$ cat config.mk
export PLATFORM = sky130hd
export DESIGN_NAME = gpio_evt_irq
export DESIGN_NICKNAME = d
export VERILOG_FILES = /design/src/rtl/gpio_evt_pkg.sv /design/src/rtl/evt_cfg_regs.sv /design/src/rtl/evt_trigger.sv /design/src/rtl/evt_status.sv /design/src/rtl/gpio_evt_irq.sv
export SDC_FILE = /design/constraint.sdc
export NUM_CORES = 1
export LEC_CHECK = 0
export BUFFER_PORTS_ARGS = -buffer_cell sky130_fd_sc_hd__buf_2
export CELL_PAD_IN_SITES_DETAIL_PLACEMENT = 1
export CELL_PAD_IN_SITES_GLOBAL_PLACEMENT = 2
export CORE_MARGIN = 2
export CORE_UTILIZATION = 36
export CTS_BUF_LIST = sky130_fd_sc_hd__clkbuf_16
export CTS_CLUSTER_DIAMETER = 150
export DETAILED_ROUTE_END_ITERATION = 7
export GPL_TIMING_DRIVEN = 0
export PLACE_DENSITY_LB_ADDON = 0.1
export SLEW_MARGIN = 20
export SYNTH_ARGS = -nofsm -noshare
export SYNTH_HDL_FRONTEND = slang
export SYNTH_HIERARCHICAL = 1
export SYNTH_SLANG_ARGS = --single-unit
export TNS_END_PERCENT = 100
$ cat constraint.sdc
create_clock -name clk -period 2.9 [get_ports clk]
set_clock_uncertainty 0.05 [all_clocks]
set_input_delay 0.435 -clock clk [delete_from_list [all_inputs] [get_ports clk]]
set_output_delay 0.435 -clock clk [all_outputs]
set_load 0.01 [all_outputs]
$ cat src/rtl/gpio_evt_pkg.sv
// Package: register word indices and trigger-mode decode shared by the
// event detector modules. Assumes word-aligned 32-bit-style register slots.
package gpio_evt_pkg;

    localparam int unsigned REG_MODE   = 0;
    localparam int unsigned REG_BOTH   = 1;
    localparam int unsigned REG_EN     = 2;
    localparam int unsigned REG_EN_SET = 3;
    localparam int unsigned REG_EN_CLR = 4;
    localparam int unsigned REG_STAT   = 5;

    typedef enum logic [1:0] {
        TRIG_LEVEL = 2'd0,
        TRIG_RISE  = 2'd1,
        TRIG_ANY   = 2'd2
    } trig_e;

    // Map a pin's mode and both-edge bits onto its trigger kind.
    function automatic trig_e pick_trig(input logic mode_b, input logic both_b);
        if (!mode_b)
            return TRIG_LEVEL;
        else if (both_b)
            return TRIG_ANY;
        else
            return TRIG_RISE;
    endfunction

endpackage

$ cat src/rtl/evt_cfg_regs.sv
// Module: evt_cfg_regs
// Holds the mode, both-edge and enable registers, decodes the register
// port and forms the read mux and the status clear vector.
// Assumes: byte addresses, word slots; low two address bits must be zero.
module evt_cfg_regs
    import gpio_evt_pkg::*;
#(
    parameter int unsigned PINS   = 32,
    parameter int unsigned ADDR_W = 8
) (
    input  logic              clk,
    input  logic              rst_n,
    input  logic              bus_wr,
    input  logic [ADDR_W-1:0] bus_addr,
    input  logic [PINS-1:0]   bus_wdata,
    input  logic [PINS-1:0]   stat_q,
    output logic [PINS-1:0]   mode_q,
    output logic [PINS-1:0]   both_q,
    output logic [PINS-1:0]   en_q,
    output logic [PINS-1:0]   en_nxt,
    output logic [PINS-1:0]   clr_vec,
    output logic [PINS-1:0]   bus_rdata
);

    localparam int unsigned IDX_W = ADDR_W - 2;

    logic [IDX_W-1:0] idx;
    logic             aligned;
    logic             sel_mode, sel_both, sel_en, sel_set, sel_clr, sel_stat;

    // Split the address into word index and alignment check.
    always_comb begin
        idx     = bus_addr[ADDR_W-1:2];
        aligned = (bus_addr[1:0] == 2'b00);
    end

    // Decode one select per register slot.
    always_comb begin
        sel_mode = aligned && (idx == IDX_W'(REG_MODE));
        sel_both = aligned && (idx == IDX_W'(REG_BOTH));
        sel_en   = aligned && (idx == IDX_W'(REG_EN));
        sel_set  = aligned && (idx == IDX_W'(REG_EN_SET));
        sel_clr  = aligned && (idx == IDX_W'(REG_EN_CLR));
        sel_stat = aligned && (idx == IDX_W'(REG_STAT));
    end

    // Next enable mask from direct, set-alias and clear-alias writes.
    always_comb begin
        en_nxt = en_q;
        if (bus_wr) begin
            if (sel_en)
                en_nxt = bus_wdata;
            else if (sel_set)
                en_nxt = en_q | bus_wdata;
            else if (sel_clr)
                en_nxt = en_q & ~bus_wdata;
        end
    end

    // Ones written to the status slot become the clear vector.
    always_comb begin
        clr_vec = (bus_wr && sel_stat) ? bus_wdata : '0;
    end

    // Configuration register storage.
    always_ff @(posedge clk) begin
        if (!rst_n) begin
            mode_q <= '0;
            both_q <= '0;
            en_q   <= '0;
        end else begin
            if (bus_wr && sel_mode)
                mode_q <= bus_wdata;
            if (bus_wr && sel_both)
                both_q <= bus_wdata;
            en_q <= en_nxt;
        end
    end

    // Read mux; aliases and unmapped slots return zero.
    always_comb begin
        bus_rdata = '0;
        if (sel_mode)
            bus_rdata = mode_q;
        else if (sel_both)
            bus_rdata = both_q;
        else if (sel_en)
            bus_rdata = en_q;
        else if (sel_stat)
            bus_rdata = stat_q;
    end

endmodule

$ cat src/rtl/evt_trigger.sv
// Module: evt_trigger
// Registers the previous input word and produces one trigger pulse per pin
// according to that pin's mode (high level, rising edge, any change).
// Assumes: in_word is synchronous to clk.
module evt_trigger
    import gpio_evt_pkg::*;
#(
    parameter int unsigned PINS = 32
) (
    input  logic            clk,
    input  logic            rst_n,
    input  logic [PINS-1:0] in_word,
    input  logic [PINS-1:0] mode_q,
    input  logic [PINS-1:0] both_q,
    output logic [PINS-1:0] prev_q,
    output logic [PINS-1:0] hit
);

    // Edge reference; loaded from the input during reset so no false edge.
    always_ff @(posedge clk) begin
        if (!rst_n)
            prev_q <= in_word;
        else
            prev_q <= in_word;
    end

    for (genvar p = 0; p < PINS; p++) begin : g_pin
        logic changed;

        // Per-pin trigger selection.
        always_comb begin
            changed = in_word[p] ^ prev_q[p];
            unique case (pick_trig(mode_q[p], both_q[p]))
                TRIG_LEVEL: hit[p] = in_word[p];
                TRIG_ANY:   hit[p] = changed;
                TRIG_RISE:  hit[p] = changed & in_word[p];
                default:    hit[p] = 1'b0;
            endcase
        end
    end

endmodule

$ cat src/rtl/evt_status.sv
// Module: evt_status
// Sticky status register with write-one-to-clear, where a trigger in the
// same cycle overrides the clear, plus the registered interrupt output.
// Assumes: en_nxt is the enable value being loaded on this same edge.
module evt_status #(
    parameter int unsigned PINS = 32
) (
    input  logic            clk,
    input  logic            rst_n,
    input  logic [PINS-1:0] hit,
    input  logic [PINS-1:0] clr_vec,
    input  logic [PINS-1:0] en_nxt,
    output logic [PINS-1:0] stat_q,
    output logic            irq
);

    logic [PINS-1:0] stat_d;

    // Clear first, then OR in triggers so a same-cycle trigger wins.
    always_comb begin
        stat_d = (stat_q & ~clr_vec) | hit;
    end

    // Status and interrupt registers.
    always_ff @(posedge clk) begin
        if (!rst_n) begin
            stat_q <= '0;
            irq    <= 1'b0;
        end else begin
            stat_q <= stat_d;
            irq    <= |(stat_d & en_nxt);
        end
    end

endmodule

$ cat src/rtl/gpio_evt_irq.sv
// Module: gpio_evt_irq (top)
// Per-pin event latch and level interrupt for a word of GPIO inputs.
// Assumes: in_word is already polarity-adjusted and synchronous to clk.
module gpio_evt_irq #(
    parameter int unsigned PINS   = 32,
    parameter int unsigned ADDR_W = 8
) (
    input  logic              clk,
    input  logic              rst_n,
    input  logic              bus_wr,
    input  logic [ADDR_W-1:0] bus_addr,
    input  logic [PINS-1:0]   bus_wdata,
    output logic [PINS-1:0]   bus_rdata,
    input  logic [PINS-1:0]   in_word,
    output logic              irq
);

    logic [PINS-1:0] mode_q, both_q, en_q, en_nxt, clr_vec;
    logic [PINS-1:0] stat_q, prev_q, hit;

    evt_cfg_regs #(.PINS(PINS), .ADDR_W(ADDR_W)) u_cfg (
        .clk       (clk),
        .rst_n     (rst_n),
        .bus_wr    (bus_wr),
        .bus_addr  (bus_addr),
        .bus_wdata (bus_wdata),
        .stat_q    (stat_q),
        .mode_q    (mode_q),
        .both_q    (both_q),
        .en_q      (en_q),
        .en_nxt    (en_nxt),
        .clr_vec   (clr_vec),
        .bus_rdata (bus_rdata)
    );

    evt_trigger #(.PINS(PINS)) u_trig (
        .clk     (clk),
        .rst_n   (rst_n),
        .in_word (in_word),
        .mode_q  (mode_q),
        .both_q  (both_q),
        .prev_q  (prev_q),
        .hit     (hit)
    );

    evt_status #(.PINS(PINS)) u_stat (
        .clk     (clk),
        .rst_n   (rst_n),
        .hit     (hit),
        .clr_vec (clr_vec),
        .en_nxt  (en_nxt),
        .stat_q  (stat_q),
        .irq     (irq)
    );

endmodule

==> flow_metrics.env, run 1 <==
export IMPL_outcome="complete, no violations"
export IMPL_r2r_slack_ps=850
export IMPL_cp_required_ps=3150
export IMPL_synth_edff_count=0
export IMPL_antenna_left=0
export IMPL_syn_area_per_cell_sq_um=8.46
export IMPL_grt_pass1_wl_um=49700
export IMPL_fin_hold_ws_ps=73.9
export IMPL_synth_nets=1176
export IMPL_path_class="in2reg"
export IMPL_holdPathEnd="u_trig/prev_q[13]"
export IMPL_ys_flop_type="dfxtp_1"
export IMPL_n_antenna_cell=0
export IMPL_max_cap_violations=0
export IMPL_critPathArrivalTime_ps=3100
export IMPL_r2r_cells=8
export IMPL_power_uw=5070
export IMPL_ctsHoldBuffers=0
export IMPL_min_period_over_period_pct=98.3
export IMPL_grt_max_degree=17
export IMPL_synthTopCellsByCount="nand2_1 (164), dfxtp_1 (161), mux2i_1 (96)"
export IMPL_layout_drive_gt1_share_pct=17.6
export IMPL_grt_ovfl_total=0
export IMPL_grt_pass1_vias=8496
export IMPL_max_freq_mhz=351
export IMPL_p_per_area_nw_per_um2=476
export IMPL_syn_inst=1069
export IMPL_synthTopCellsByArea="dfxtp_1 (36%), mux2i_1 (11%), nand2_1 (6.8%)"
export IMPL_fillers=2935
export IMPL_max_stage_delay_ps=570
export IMPL_numCtsBuffers=17
export IMPL_remaining_drc_errors=0
export IMPL_yosysTopAreaCell="dfxtp_1"
export IMPL_synth_seq_cells=161
export IMPL_min_path_type="in2reg"
export IMPL_crit_path_start_kind="input pin"
export IMPL_worstMarginPinSlew_ps=881
export IMPL_maxSlewViolCount=0
export IMPL_finalWeightedCongestion=0.770
export IMPL_async_flop_share_pct=0
export IMPL_cp_depth=10
export IMPL_root_buffer="clkbuf_16"
export IMPL_start_util_pct=37.0
export IMPL_port_buffers=105
export IMPL_cts_path_max_buffers=2
export IMPL_cts_sinks=161
export IMPL_end_kind="register"
export IMPL_ir_drop_uv=301
export IMPL_fp_dieW_um=162
export IMPL_core_area_sq_um=24500
export IMPL_finish_utilization_pct=43.6
export IMPL_clock_latency_ps=440
export IMPL_ys_seq_area_share_pct=35.6
export IMPL_synthToLayoutAreaGrowth_pct=17.9
export IMPL_critPathMaxFanout=10
export IMPL_track_usage_pct=24.8
export IMPL_crit_chain="buf_2, or4_4, buf_2, nor4_4, buf_4, o32ai_1, o21ai_1, nand4_1, nor4_4, a21boi_1"
export IMPL_timing_rr_start="u_trig/prev_q[22]"
export IMPL_die_y_um=162
export IMPL_ctsHtreeMaxLevel=4
export IMPL_crit_family="simple AND/OR/NAND/NOR gates"
export IMPL_vias_per_cell=5.45
export IMPL_io_pins=108
export IMPL_drtIter0Drc=433
export IMPL_synth_top_area_share_pct=35.6
export IMPL_hold_viol_final=0
export IMPL_tritoncts="yes"
export IMPL_cp_slowest_cell="or4_4"
export IMPL_antenna_found_initial=1
export IMPL_setup_violations=0
export IMPL_hold_depth=1
export IMPL_rr_endpoint="u_stat/irq"
export IMPL_rsz0062_at_grt="yes"
export IMPL_dp_cells=1498
export IMPL_min_from="in_word[13]"
export IMPL_layoutNonFillerInstCount=1527
export IMPL_fin_crit_ps=2850
export IMPL_p_leak_uw=0.00473
export IMPL_die_area_sq_um=26400
export IMPL_avgRoutedWirePerCell_um=20.9
export IMPL_synth_most_common_cell="nand2_1"
export IMPL_core_rowCount=57
export IMPL_drtPass1Iterations=5
export IMPL_yosysUniqueCellTypes=38
export IMPL_drt_wl_total_um=32000
export IMPL_clk_pin_slew_ps=70
export IMPL_synth_warning_count=6
export IMPL_critPathBufInv=3
export IMPL_final_nets=1299
export IMPL_slew_headroom_pct=41.2
export IMPL_dp_hpwl_um=22800
export IMPL_syn_cell_area_sq_um=9040
export IMPL_finalSetupTns_ps=0
export IMPL_via_count=8322
-- through the flow --
stage	setup slack, ps	instance area (sq um)
CTS	-27.1	10600
global route	-48.7	10700
global placement	-870	9970
finish	49.4	10700
detailed placement	-839	9980
floorplan	184	9040
-- where the power goes --
group | internal [uW] | leakage, uW | switching (uW) | total, uW
clock network | 1260 | 0.000263 | 1010 | 2280
logic | 185 | 0.00315 | 320 | 505
registers | 2270 | 0.00132 | 24.3 | 2290
total | 3720 | 0.00473 | 1360 | 5070
-- metal layers --
| metal | GRT usage [%] | vias up | wire length [um] |
|---|---|---|---|
| met5 | 0 | - | 14 |
| met4 | 7.72 | 2 | 673 |
| met3 | 3.95 | 47 | 1370 |
| met2 | 41.1 | 176 | 14800 |
| met1 | 33.1 | 4032 | 15100 |
| li1 | - | 4065 | - |
-- worst max path at each step --
| stage | start | to | slack [ps] |
|---|---|---|---|
| final | bus_addr[7] | u_stat/irq | 50 |
| after global routing | bus_addr[7] | u_stat/irq | -50 |
| after CTS | bus_addr[7] | u_stat/irq | -30 |
| after detailed placement | bus_addr[7] | u_stat/irq | -840 |
| after global placement | bus_addr[7] | u_stat/irq | -870 |
| after floorplan | bus_addr[7] | u_stat/irq | 180 |
-- area by class of cell --
type | instances | area, sq um | area share [%]
timing repair buffer | 106 | 533 | 5.00
multi-input combinational | 766 | 5290 | 49.7
tap | 324 | 405 | 3.80
buffer | 75 | 395 | 3.71
clock inverter | 13 | 140 | 1.31
sequential | 161 | 3220 | 30.2
clock buffer | 17 | 425 | 3.99
inverter | 65 | 244 | 2.29
-- cell families (layout without fill, tap and decap cells) --
logic type / after synthesis / after routing / synth area share [%]
AND/OR/NAND/NOR: 348 / 348 / 19.5
multiplexers: 96 / 96 / 10.6
AO/OA/AOI/OAI: 290 / 290 / 23.2
flip-flops: 161 / 161 / 35.6
buffers and inverters: 142 / 276 / 6.64
adder cells (fa/ha/maj): 32 / 32 / 4.43
-- what timing repair did --
item,4_1_cts,5_1_grt
endpoints found under the setup margin,31,23
resized for setup,29,27
setup buffers,1,0
cloned,0,0
pin swaps,1,5
-- cells in the final DEF, fill, tap and decap left out, drive strengths merged --
| cell | synthesis | layout |
|---|---|---|
| o32ai | 32 | 32 |
| a21boi | 1 | 1 |
| o21ai | 32 | 32 |
| o22ai | 32 | 32 |
| nor4bb | 1 | 1 |
| a31oi | 29 | 29 |
| nand4 | 8 | 8 |
| nand2 | 164 | 164 |
| o21a | 32 | 32 |
| dfxtp | 161 | 161 |
| or4 | 4 | 4 |
| or3 | 1 | 1 |
| clkbuf | 53 | 67 |
| o31ai | 33 | 33 |
| nor3 | 1 | 1 |
| clkinvlp | 0 | 5 |
| a21oi | 32 | 32 |
| or2 | 4 | 4 |
| clkinv | 0 | 2 |
| nand3b | 1 | 1 |
| ha | 32 | 32 |
| buf | 24 | 131 |
| nor4 | 5 | 5 |
| nor2b | 36 | 36 |
| a22o | 32 | 32 |
| o2bb2ai | 32 | 32 |
| inv | 65 | 69 |
| mux2i | 96 | 96 |
| bufinv | 0 | 2 |
| nor2 | 62 | 62 |
| a31o | 3 | 3 |
| or4b | 1 | 1 |
| nand2b | 60 | 60 |
-- state kept, by name, indices dropped and copies added, names as in the netlist --
register	flops
u_trig/prev_q	32
u_cfg/mode_q	32
u_stat/stat_q	32
u_stat/irq	1
u_cfg/en_q	32
u_cfg/both_q	32
No activity file was read; power rests on OpenSTA's default activity.
==> run 2: changes to the inputs <==
--- a/config.mk
+++ b/config.mk
@@ -9,8 +9,7 @@
 export CELL_PAD_IN_SITES_DETAIL_PLACEMENT = 1
 export CELL_PAD_IN_SITES_GLOBAL_PLACEMENT = 2
 export CORE_MARGIN = 2
-export CORE_UTILIZATION = 36
-export CTS_BUF_LIST = sky130_fd_sc_hd__clkbuf_16
+export CORE_UTILIZATION = 30
 export CTS_CLUSTER_DIAMETER = 150
 export DETAILED_ROUTE_END_ITERATION = 7
 export GPL_TIMING_DRIVEN = 0
==> flow_metrics.env, run 2 (synthesis gave the netlist of run 1 again) <==
export IMPL_crit_chain="buf_2, or4_4, buf_4, nor4_4, buf_4, buf_4, a22o_1, buf_2"
export IMPL_cp_required_ps=2410
export IMPL_timing_rr_start="u_trig/prev_q[22]"
export IMPL_slew_headroom_pct=42.2
export IMPL_crit_path_start_kind="input pin"
export IMPL_antenna_left=0
export IMPL_fp_dieW_um=178
export IMPL_numCtsBuffers=17
export IMPL_min_from="in_word[18]"
export IMPL_remaining_drc_errors=0
export IMPL_final_nets=1301
export IMPL_maxSlewViolCount=0
export IMPL_clock_latency_ps=450
export IMPL_via_count=8252
export IMPL_avgRoutedWirePerCell_um=20.7
export IMPL_p_leak_uw=0.00477
export IMPL_io_pins=108
export IMPL_grt_pass1_vias=8419
export IMPL_vias_per_cell=5.17
export IMPL_layout_common_cells="nand2_1 (164), dfxtp_1 (161), buf_2 (114)"
export IMPL_core_rowCount=63
export IMPL_ctsHtreeMaxLevel=4
export IMPL_tritoncts="yes"
export IMPL_core_area_sq_um=29600
export IMPL_die_area_sq_um=31500
export IMPL_synthToLayoutAreaGrowth_pct=20.0
export IMPL_cts_sinks=161
export IMPL_drtIter0Drc=293
export IMPL_drtPass1Iterations=4
export IMPL_ir_drop_uv=423
export IMPL_power_uw=5280
export IMPL_track_usage_pct=21.5
export IMPL_fin_crit_ps=2860
export IMPL_rsz0062_at_grt="yes"
export IMPL_drt_wl_total_um=33100
export IMPL_die_y_um=178
export IMPL_worstMarginPinSlew_ps=866
export IMPL_port_buffers=105
export IMPL_min_path_type="in2reg"
export IMPL_end_kind="output port"
export IMPL_grt_max_degree=17
export IMPL_grt_ovfl_total=0
export IMPL_fin_hold_ws_ps=65.6
export IMPL_outcome="complete, no violations"
export IMPL_path_class="in2out"
export IMPL_layout_drive_gt1_share_pct=18.1
export IMPL_cpMostUsedCell="buf_4"
export IMPL_root_buffer="clkbuf_16"
export IMPL_final_common_cell="nand2_1"
export IMPL_critPathMaxFanout=10
export IMPL_max_cap_violations=0
export IMPL_cp_slowest_cell="or4_4"
export IMPL_ctsHoldBuffers=0
export IMPL_finalWeightedCongestion=0.789
export IMPL_p_per_area_nw_per_um2=486
export IMPL_min_period_over_period_pct=98.6
export IMPL_antenna_found_initial=0
export IMPL_clk_pin_slew_ps=70
export IMPL_max_stage_delay_ps=570
export IMPL_cp_startpoint="bus_addr[7]"
export IMPL_start_util_pct=30.5
export IMPL_dp_hpwl_um=24100
export IMPL_cts_path_max_buffers=2
export IMPL_critPathArrivalTime_ps=2380
export IMPL_grt_pass1_wl_um=50500
export IMPL_max_freq_mhz=350
export IMPL_setup_violations=0
export IMPL_hold_viol_final=0
export IMPL_n_antenna_cell=0
run 2: routing by layer:
| metal | track usage, % | vias up | part of all wire [%] |
|---|---|---|---|
| li1 | - | 4074 | - |
| met1 | 28.3 | 4047 | 48 |
| met2 | 35.9 | 102 | 47 |
| met3 | 3.88 | 29 | 3.2 |
| met4 | 5.91 | 0 | 1.9 |
| met5 | 0 | - | 0 |
run 2: area by class of cell:
cell class	instances	area, sq um
Multi-Input combinational cell	766	5300
Sequential cell	161	3220
Fill cell	3564	18800
Tap cell	390	488
Timing Repair Buffer	107	541
Inverter	65	244
Clock buffer	19	443
Buffer	76	428
Clock inverter	13	186
run 2: critical path: cells and delay by family:
family | cells | cell delay, ps
compound gates | 1 | 210
buf+inv | 5 | 850
simple gates | 2 | 870
run 2: final timing paths:
kind | end | slack (ps) | cells after the start
setup reg to reg | u_stat/irq | 910 | 8
hold / removal | u_trig/prev_q[18] | 70 | 1
hold reg to reg | u_cfg/both_q[4] | 440 | 2
setup / recovery | bus_rdata[17] | 40 | 8
run 2: repair_timing:
action | in CTS | in global routing
setup endpoints to repair | 31 | 31
pin swaps | 4 | 5
resized for setup | 36 | 25
buffers inserted | 2 | 0
run 2: through the flow:
step | instances | setup WS (ps) | instance area, sq um | utilization [%] | TNS [ps]
2_1_floorplan | 1069 | 184 | 9040 | - | 0
3_3_place_gp | 1564 | -774 | 10100 | 33.9 | -7390
3_5_place_dp | 1564 | -777 | 10100 | 33.9 | -7670
4_1_cts | 1597 | 4.69 | 10800 | 36.4 | 0
5_1_grt | 1597 | -13.5 | 10900 | 36.6 | -14.7
6_report | 1597 | 39.8 | 10900 | 36.6 | 0
run 2: power breakdown:
| part | internal, uW | leakage [uW] | switching (uW) |
|---|---|---|---|
| Combinational | 185 | 0.00316 | 320 |
| Clock | 1460 | 0.000295 | 1010 |
| Sequential | 2270 | 0.00132 | 24.5 |
